$ cat src/rtl/ddr_rd_strobe_gen.sv
module ddr_rd_strobe_gen #(
  parameter int W      = 32,
  parameter int MAX_BL = 8,
  localparam int IW    = $clog2(MAX_BL / 2)
) (
  input  logic          clk,
  input  logic          rst_n,
  input  logic          cmd_read,
  input  logic          cl_sel,
  input  logic [1:0]    bl_sel,
  output logic          src_req,
  output logic [IW-1:0] src_pair,
  input  logic [W-1:0]  src_even,
  input  logic [W-1:0]  src_odd,
  output logic [W-1:0]  dq_rise,
  output logic [W-1:0]  dq_fall,
  output logic          dq_oe,
  output logic          dqs_rise,
  output logic          dqs_fall,
  output logic          dqs_oe_rise,
  output logic          dqs_oe_fall
);

  function automatic logic [IW-1:0] last_pair(input logic [1:0] code);
    case (code)
      2'd0:    last_pair = '0;
      2'd1:    last_pair = IW'(1);
      default: last_pair = IW'(MAX_BL / 2 - 1);
    endcase
  endfunction

  logic          late_q;
  logic [1:0]    late_bl_q;
  logic          pend_q;
  logic [IW-1:0] pend_last_q;
  logic [IW-1:0] idx_q;
  logic [IW-1:0] last_q;

  wire           start    = late_q | (cmd_read & ~cl_sel);
  wire [1:0]     start_bl = late_q ? late_bl_q : bl_sel;
  wire           data_n   = pend_q | (dq_oe & (idx_q != last_q));
  wire [IW-1:0]  idx_n    = pend_q ? '0 : idx_q + 1'b1;
  wire           pre_n    = start & ~data_n;
  wire           post_n   = dq_oe & ~data_n & ~pre_n;

  assign src_req  = data_n;
  assign src_pair = idx_n;
  assign dqs_fall = 1'b0;

  always_ff @(posedge clk or negedge rst_n) begin
    if (!rst_n) begin
      late_q      <= 1'b0;
      late_bl_q   <= '0;
      pend_q      <= 1'b0;
      pend_last_q <= '0;
      idx_q       <= '0;
      last_q      <= '0;
      dq_oe       <= 1'b0;
      dq_rise     <= '0;
      dq_fall     <= '0;
      dqs_rise    <= 1'b0;
      dqs_oe_rise <= 1'b0;
      dqs_oe_fall <= 1'b0;
    end else begin
      late_q      <= cmd_read & cl_sel;
      late_bl_q   <= bl_sel;
      pend_q      <= start;
      pend_last_q <= last_pair(start_bl);
      if (data_n) idx_q <= idx_n;
      if (pend_q) last_q <= pend_last_q;
      dq_oe       <= data_n;
      dq_rise     <= data_n ? src_even : '0;
      dq_fall     <= data_n ? src_odd : '0;
      dqs_rise    <= data_n;
      dqs_oe_rise <= data_n | pre_n | post_n;
      dqs_oe_fall <= data_n | pre_n;
    end
  end

  assert_idle_quiet_R1: assert property (@(posedge clk) disable iff (!rst_n)
    !dqs_oe_rise |-> (!dq_oe && !dqs_oe_fall && dq_rise == '0 && dq_fall == '0));

  assert_cl2_latency_R2: assert property (@(posedge clk) disable iff (!rst_n)
    (cmd_read && !cl_sel) |-> ##2 dq_oe);

  assert_cl3_latency_R3: assert property (@(posedge clk) disable iff (!rst_n)
    (cmd_read && cl_sel) |-> ##3 dq_oe);

  assert_preamble_before_data_R7: assert property (@(posedge clk) disable iff (!rst_n)
    $rose(dq_oe) |-> ($past(dqs_oe_fall) && !$past(dqs_rise)));

  assert_postamble_low_R8: assert property (@(posedge clk) disable iff (!rst_n)
    $fell(dq_oe) |-> (dqs_oe_rise && !dqs_rise));

  assert_request_leads_data_R10: assert property (@(posedge clk) disable iff (!rst_n)
    src_req |=> dq_oe);

endmodule

$ cat config.mk
export PLATFORM = sky130hd
export DESIGN_NAME = ddr_rd_strobe_gen
export DESIGN_NICKNAME = d
export VERILOG_FILES = /design/src/rtl/ddr_rd_strobe_gen.sv
export SDC_FILE = /design/constraint.sdc
export NUM_CORES = 1
export LEC_CHECK = 0
export CORE_UTILIZATION = 64
export CTS_BUF_LIST = sky130_fd_sc_hd__clkbuf_8
export DETAILED_ROUTE_END_ITERATION = 12
export DONT_BUFFER_PORTS = 1
export PLACE_DENSITY_LB_ADDON = 0.12
export SYNTH_ARGS = -nofsm -noshare
export SYNTH_HDL_FRONTEND = slang
export SYNTH_SLANG_ARGS = --single-unit
$ cat constraint.sdc
create_clock -name clk -period 1.55 [get_ports clk]
set_input_delay 0.0775 -clock clk [delete_from_list [all_inputs] [get_ports clk]]
set_output_delay 0.0775 -clock clk [all_outputs]
set_load 0.005 [all_outputs]
Word level (Yosys, flattened, before mapping) --
Index checks and enable logic that the tools add are counted.
Cells by class: add/subtract/negate cells 1, $mul 0, divide/modulo/power cells 0, $lt $le $gt $ge 0, equal/unequal tests 2, shift operators 0, mux-type cells 5, bitwise operators 13, reductions and logical operators 1
Operator list (count):
- $mux 32 | 2
- $and 1x1->1 | 6
- $mux 2 | 2
- $or 1x1->1 | 4
- $pmux 2 s2 | 1
- $not 1->1 | 3
- $add 2x1->2 const B | 1
- $eq 2x1->1 const B | 1
- $logic_not 2->1 | 1
- $ne 2x2->1 | 1
Storage, ports and cells: bits in registers 77, bits in latches 0, memory bits (writable) 0, bits in read-only memories 0, input port bits 70, output and inout port bits 72, logic and storage cells 33, memories kept 0

Longest topological paths before layout --
depth in word-level cells 8, gate-level depth with buffers 5

Worst setup path after synthesis --
Ideal clock, no wire load.
path type reg2reg, from register idx_q[0], to register dq_fall[0], library setup time 0.120 ns, data arrival time 1.171 ns, setup slack 0.260 ns, stages on the path, launching flop included 6, path through dfrtp_1 > buf_2 > xnor2_2 > nand3b_4 > buf_6 > and3_1
Between the ends: longest elaborated chain between the ends 4
RTL lines:
- start, declared | line 36 | logic [IW-1:0] idx_q;
- start signal, assigned | line 69 | if (data_n) idx_q <= idx_n;
- $ne 2x2->1 | line 41 | wire data_n = pend_q | (dq_oe & (idx_q != last_q));
- $and 1x1->1 | line 41
- $or 1x1->1 | line 41
- $mux 32 | line 73 | dq_fall <= data_n ? src_odd : '0;
- end signal, assigned | line 73
- end, declared | line 16 | output logic [W-1:0] dq_fall,
Every way passes these cells. A chain may end at the register's enable or synchronous reset.

Worst setup path after layout --
from register last_q[1], to output src_req
Between the ends: longest elaborated chain between the ends 3
RTL lines:
- start, declared | line 37 | logic [IW-1:0] last_q;
- start signal, assigned | line 70 | if (pend_q) last_q <= pend_last_q;
- $ne 2x2->1 | line 41
- $and 1x1->1 | line 41
- $or 1x1->1 | line 41
- end, declared | line 11 | output logic src_req,
Every way passes these cells.

==> results.py <==
metrics = {
    "global_route": {
        "grt_pass1_wl_microns": 9130,
        "antenna_found_initial": 0,
        "grt_max_degree": 78,
        "gr-total-overflow": 0,
        "track_usage_pct": 29.4,
        "grt_pass1_vias": 1825,
    },
    "sta": {
        "setup_tns_ns": 0,
        "fin_ws_ns": 0.0684,
        "hold_slack_ns": -0.567,
        "final.period_utilization_pct": 95.6,
        "report.final.slew_viol_count": 0,
        "hold_viol": 77,
        "fmax_ghz": 0.675,
        "final-setup-viol-count": 0,
        "fin_crit_ns": 1.48,
        "finClkSkew_ns": 0.00721,
        "rsz0062_at_grt": "no",
    },
    "yosys": {
        "yosysTopAreaCell": "dfrtp_1",
        "ys_warn_count": 0,
        "synth.avg_cell_area_sq_um": 14.4,
        "syn_nets": 256,
        "synth.distinct_cells": 25,
        "yosysSeqAreaShare_pct": 72.0,
        "synthTopCellsByArea": "dfrtp_1, and3_1, buf_6",
        "synthesis.area_sq_um": 2680,
        "ys_ff_latch": 77,
        "synth_top_area_share_pct": 72.0,
        "postSynthCellCount": 186,
    },
    "detailed_routing": {
        "wl_per_cell_microns": 20.5,
        "vias": 1756,
        "via_per_inst": 5.70,
        "ant_nets": 0,
        "drt_pre_antenna_iters": 4,
        "drc": 0,
        "drt-total-wl_microns": 6300,
        "drt-initial-drc-count": 133,
    },
    "place": {
        "dp_hpwl_microns": 3410,
        "placed_area_sq_um": 2660,
        "pre_cts_slack_ns": 0.194,
        "portBuffers": 0,
        "gp_congestion": 0.651,
        "place_inst": 225,
    },
    "power": {
        "leakagePower_uw": 0.00173,
        "clock_power_share_pct": 23.4,
        "p_sw_share_pct": 30.1,
        "seqPwrFrac_pct": 54.5,
        "power_density_nw_per_um2": 1560,
        "peakVddDrop_v": 0.00104,
        "comb_power_share_pct": 22.1,
        "power.internal_uw": 3840,
        "p_sw_uw": 1650,
    },
    "clock_network": {
        "clk_path_buf_depth": 2,
        "cts_inserted_buffers": 9,
        "ctsHoldBuffers": 69,
        "htree_levels": 3,
        "cts_root_buffer": "clkbuf_8",
        "clock_latency_ns": 0.33,
        "cts_setup_buffers": 0,
        "path_clk_slew_ns": 0.07,
        "clock_sinks": 77,
        "tritoncts": "built",
    },
    "critical_path": {
        "r2r_slack_ns": 0.16,
        "crit_family": "flip-flops",
        "cp_cell_sequence": "xnor2_2 -> nand2_2 -> a21o_1",
        "arrival_ns": 1.40,
        "rr_endpoint": "dq_rise[17]$_DFF_PN0_",
        "crit_path_max_incr_delay_ns": 0.43,
        "cp_num_buf_inv": 0,
        "critPathLaunchType": "flop",
        "criticalPathCategory": "flop to output port",
        "r2r-start": "last_q[1]$_DFFE_PN0P_",
        "crit_slowest_cell": "dfrtp_1",
        "critPathRequiredTime_ns": 1.47,
        "end_kind": "output port",
        "worstPathMaxFanout": 4,
        "reg2regPathDepth": 4,
    },
    "layout": {
        "num_antenna_cells": 0,
        "layout-drive-gt1-share_pct": 10.1,
        "fill_cells": 163,
        "final_util_pct": 87.9,
        "multi_input_area_sq_um": 622,
        "final_cells": 308,
        "final_net_count": 325,
        "area_growth_pct": 31.4,
        "regArea_sq_um": 1930,
        "fin_area_sq_um": 3520,
    },
    "floorplan": {
        "die-width_microns": 66.7,
        "start_util_pct": 66.9,
        "fp.coreArea_sq_um": 4000,
        "row_count": 23,
        "die-area_sq_um": 4450,
        "num_io_pins": 142,
        "fp.dieH_microns": 66.7,
    },
    "run": {
        "maxCapViolCount": 0,
    },
    "run_status": {
        "status": "complete, but fails checks",
        "violations": "negative hold slack",
    },
    "hold_path": {
        "min-delay-path-class": "input pin to asynchronous set/reset pin",
    },
}
[cells by family after synthesis]
family,synth area share [%]
flip-flops,72.0
AO/OA/AOI/OAI,2.48
XOR/XNOR,1.54
multiplexers,1.26
buffers and inverters,4.91
AND/OR/NAND/NOR,17.7
other,0.140
[worst reg2reg max path, cell delays in order (launching register included)]
cell,delay (ns)
dfrtp_1,0.43
xnor2_2,0.30
nand3b_4,0.10
buf_4,0.23
and3_1,0.21
[synthesized netlist by cell type]
| cell | n |
|---|---|
| dfrtp_1 | 77 |
| and3_1 | 64 |
| buf_2 | 8 |
| buf_6 | 6 |
| nor2_1 | 4 |
| a211o_1 | 2 |
| a21o_1 | 2 |
| a21oi_1 | 2 |
| buf_4 | 2 |
| mux2_1 | 2 |
| nand2_1 | 2 |
| xnor2_2 | 2 |
| a311oi_1 | 1 |
| a311oi_2 | 1 |
| and2_1 | 1 |
| clkbuf_2 | 1 |
| conb_1 | 1 |
| inv_1 | 1 |
| mux2_2 | 1 |
| nand3b_4 | 1 |
| nor2b_1 | 1 |
| or2_0 | 1 |
| or2_1 | 1 |
| or3_1 | 1 |
| xnor2_1 | 1 |
[flip-flops by register name (all words and copies together) (netlist names)]
name / count
dq_fall: 32
dq_rise: 32
idx_q: 2
last_q: 2
late_bl_q: 2
pend_last_q: 2
dqs_oe_fall: 1
dqs_oe_rise: 1
dqs_rise: 1
late_q: 1
pend_q: 1
[how the worst max path moves through the flow]
stage,slack (ns),from,cells past startpoint,end
6_report,0.07,last_q[1]$_DFFE_PN0P_,3,src_req
5_1_grt,0.01,last_q[1]$_DFFE_PN0P_,3,src_req
4_1_cts,0.04,idx_q[1]$_DFFE_PN0P_,3,src_req
3_5_place_dp,0.19,idx_q[1]$_DFFE_PN0P_,4,dq_fall[20]$_DFF_PN0_
3_3_place_gp,0.25,idx_q[1]$_DFFE_PN0P_,4,dq_fall[12]$_DFF_PN0_
2_1_floorplan,0.26,idx_q[0]$_DFFE_PN0P_,5,dq_fall[0]$_DFF_PN0_
[repair_timing]
| action | 4_1_cts | 5_1_grt |
|---|---|---|
| resized for setup | 0 | 2 |
| setup endpoints to repair | 0 | 1 |
| endpoints found under the hold margin | 149 | 77 |
[cell usage in the layout (no fill, tap or decap), types with 2 or more instances in the layout]
master,count
a211o_1,2
a21o_1,2
a21oi_1,2
and3_1,64
buf_4,6
clkbuf_8,11
clkinv_2,2
dfrtp_1,76
dlygate4sd3_1,69
inv_1,2
mux2_1,2
nor2_1,4
xnor2_2,2
[stage by stage]
step,total power [uW],hold WS (ns)
2_1_floorplan,3830,-0.218
3_3_place_gp,3920,-0.217
3_5_place_dp,4040,-0.216
4_1_cts,5420,-0.573
5_1_grt,5750,-0.584
6_report,5490,-0.567
[routing by layer]
metal	vias up	track usage [%]	share of wire [%]
li1	761	-	-
met3	15	8.05	7.4
met1	876	33.9	39
met2	104	50.4	52
met4	0	14.4	2.4
met5	-	0	0
[cell type report]
cell class / instances / area share [%]
clock buffer: 11 / 4.30
clock inverter: 3 / 0.391
inverter: 1 / 0.107
multi-input combinational: 91 / 17.7
sequential: 77 / 54.8
tap: 50 / 1.78
timing repair buffer: 75 / 20.9
[power groups by stage]
stage	Sequential (uW)	Combinational [uW]	Clock, uW
floorplan	2900	926	0
global placement	2980	940	0
detailed placement	3010	1030	0
CTS	2980	1160	1280
global route	3040	1320	1390
finish	2990	1220	1280
Note: power is estimated with default switching activity, not from simulation.
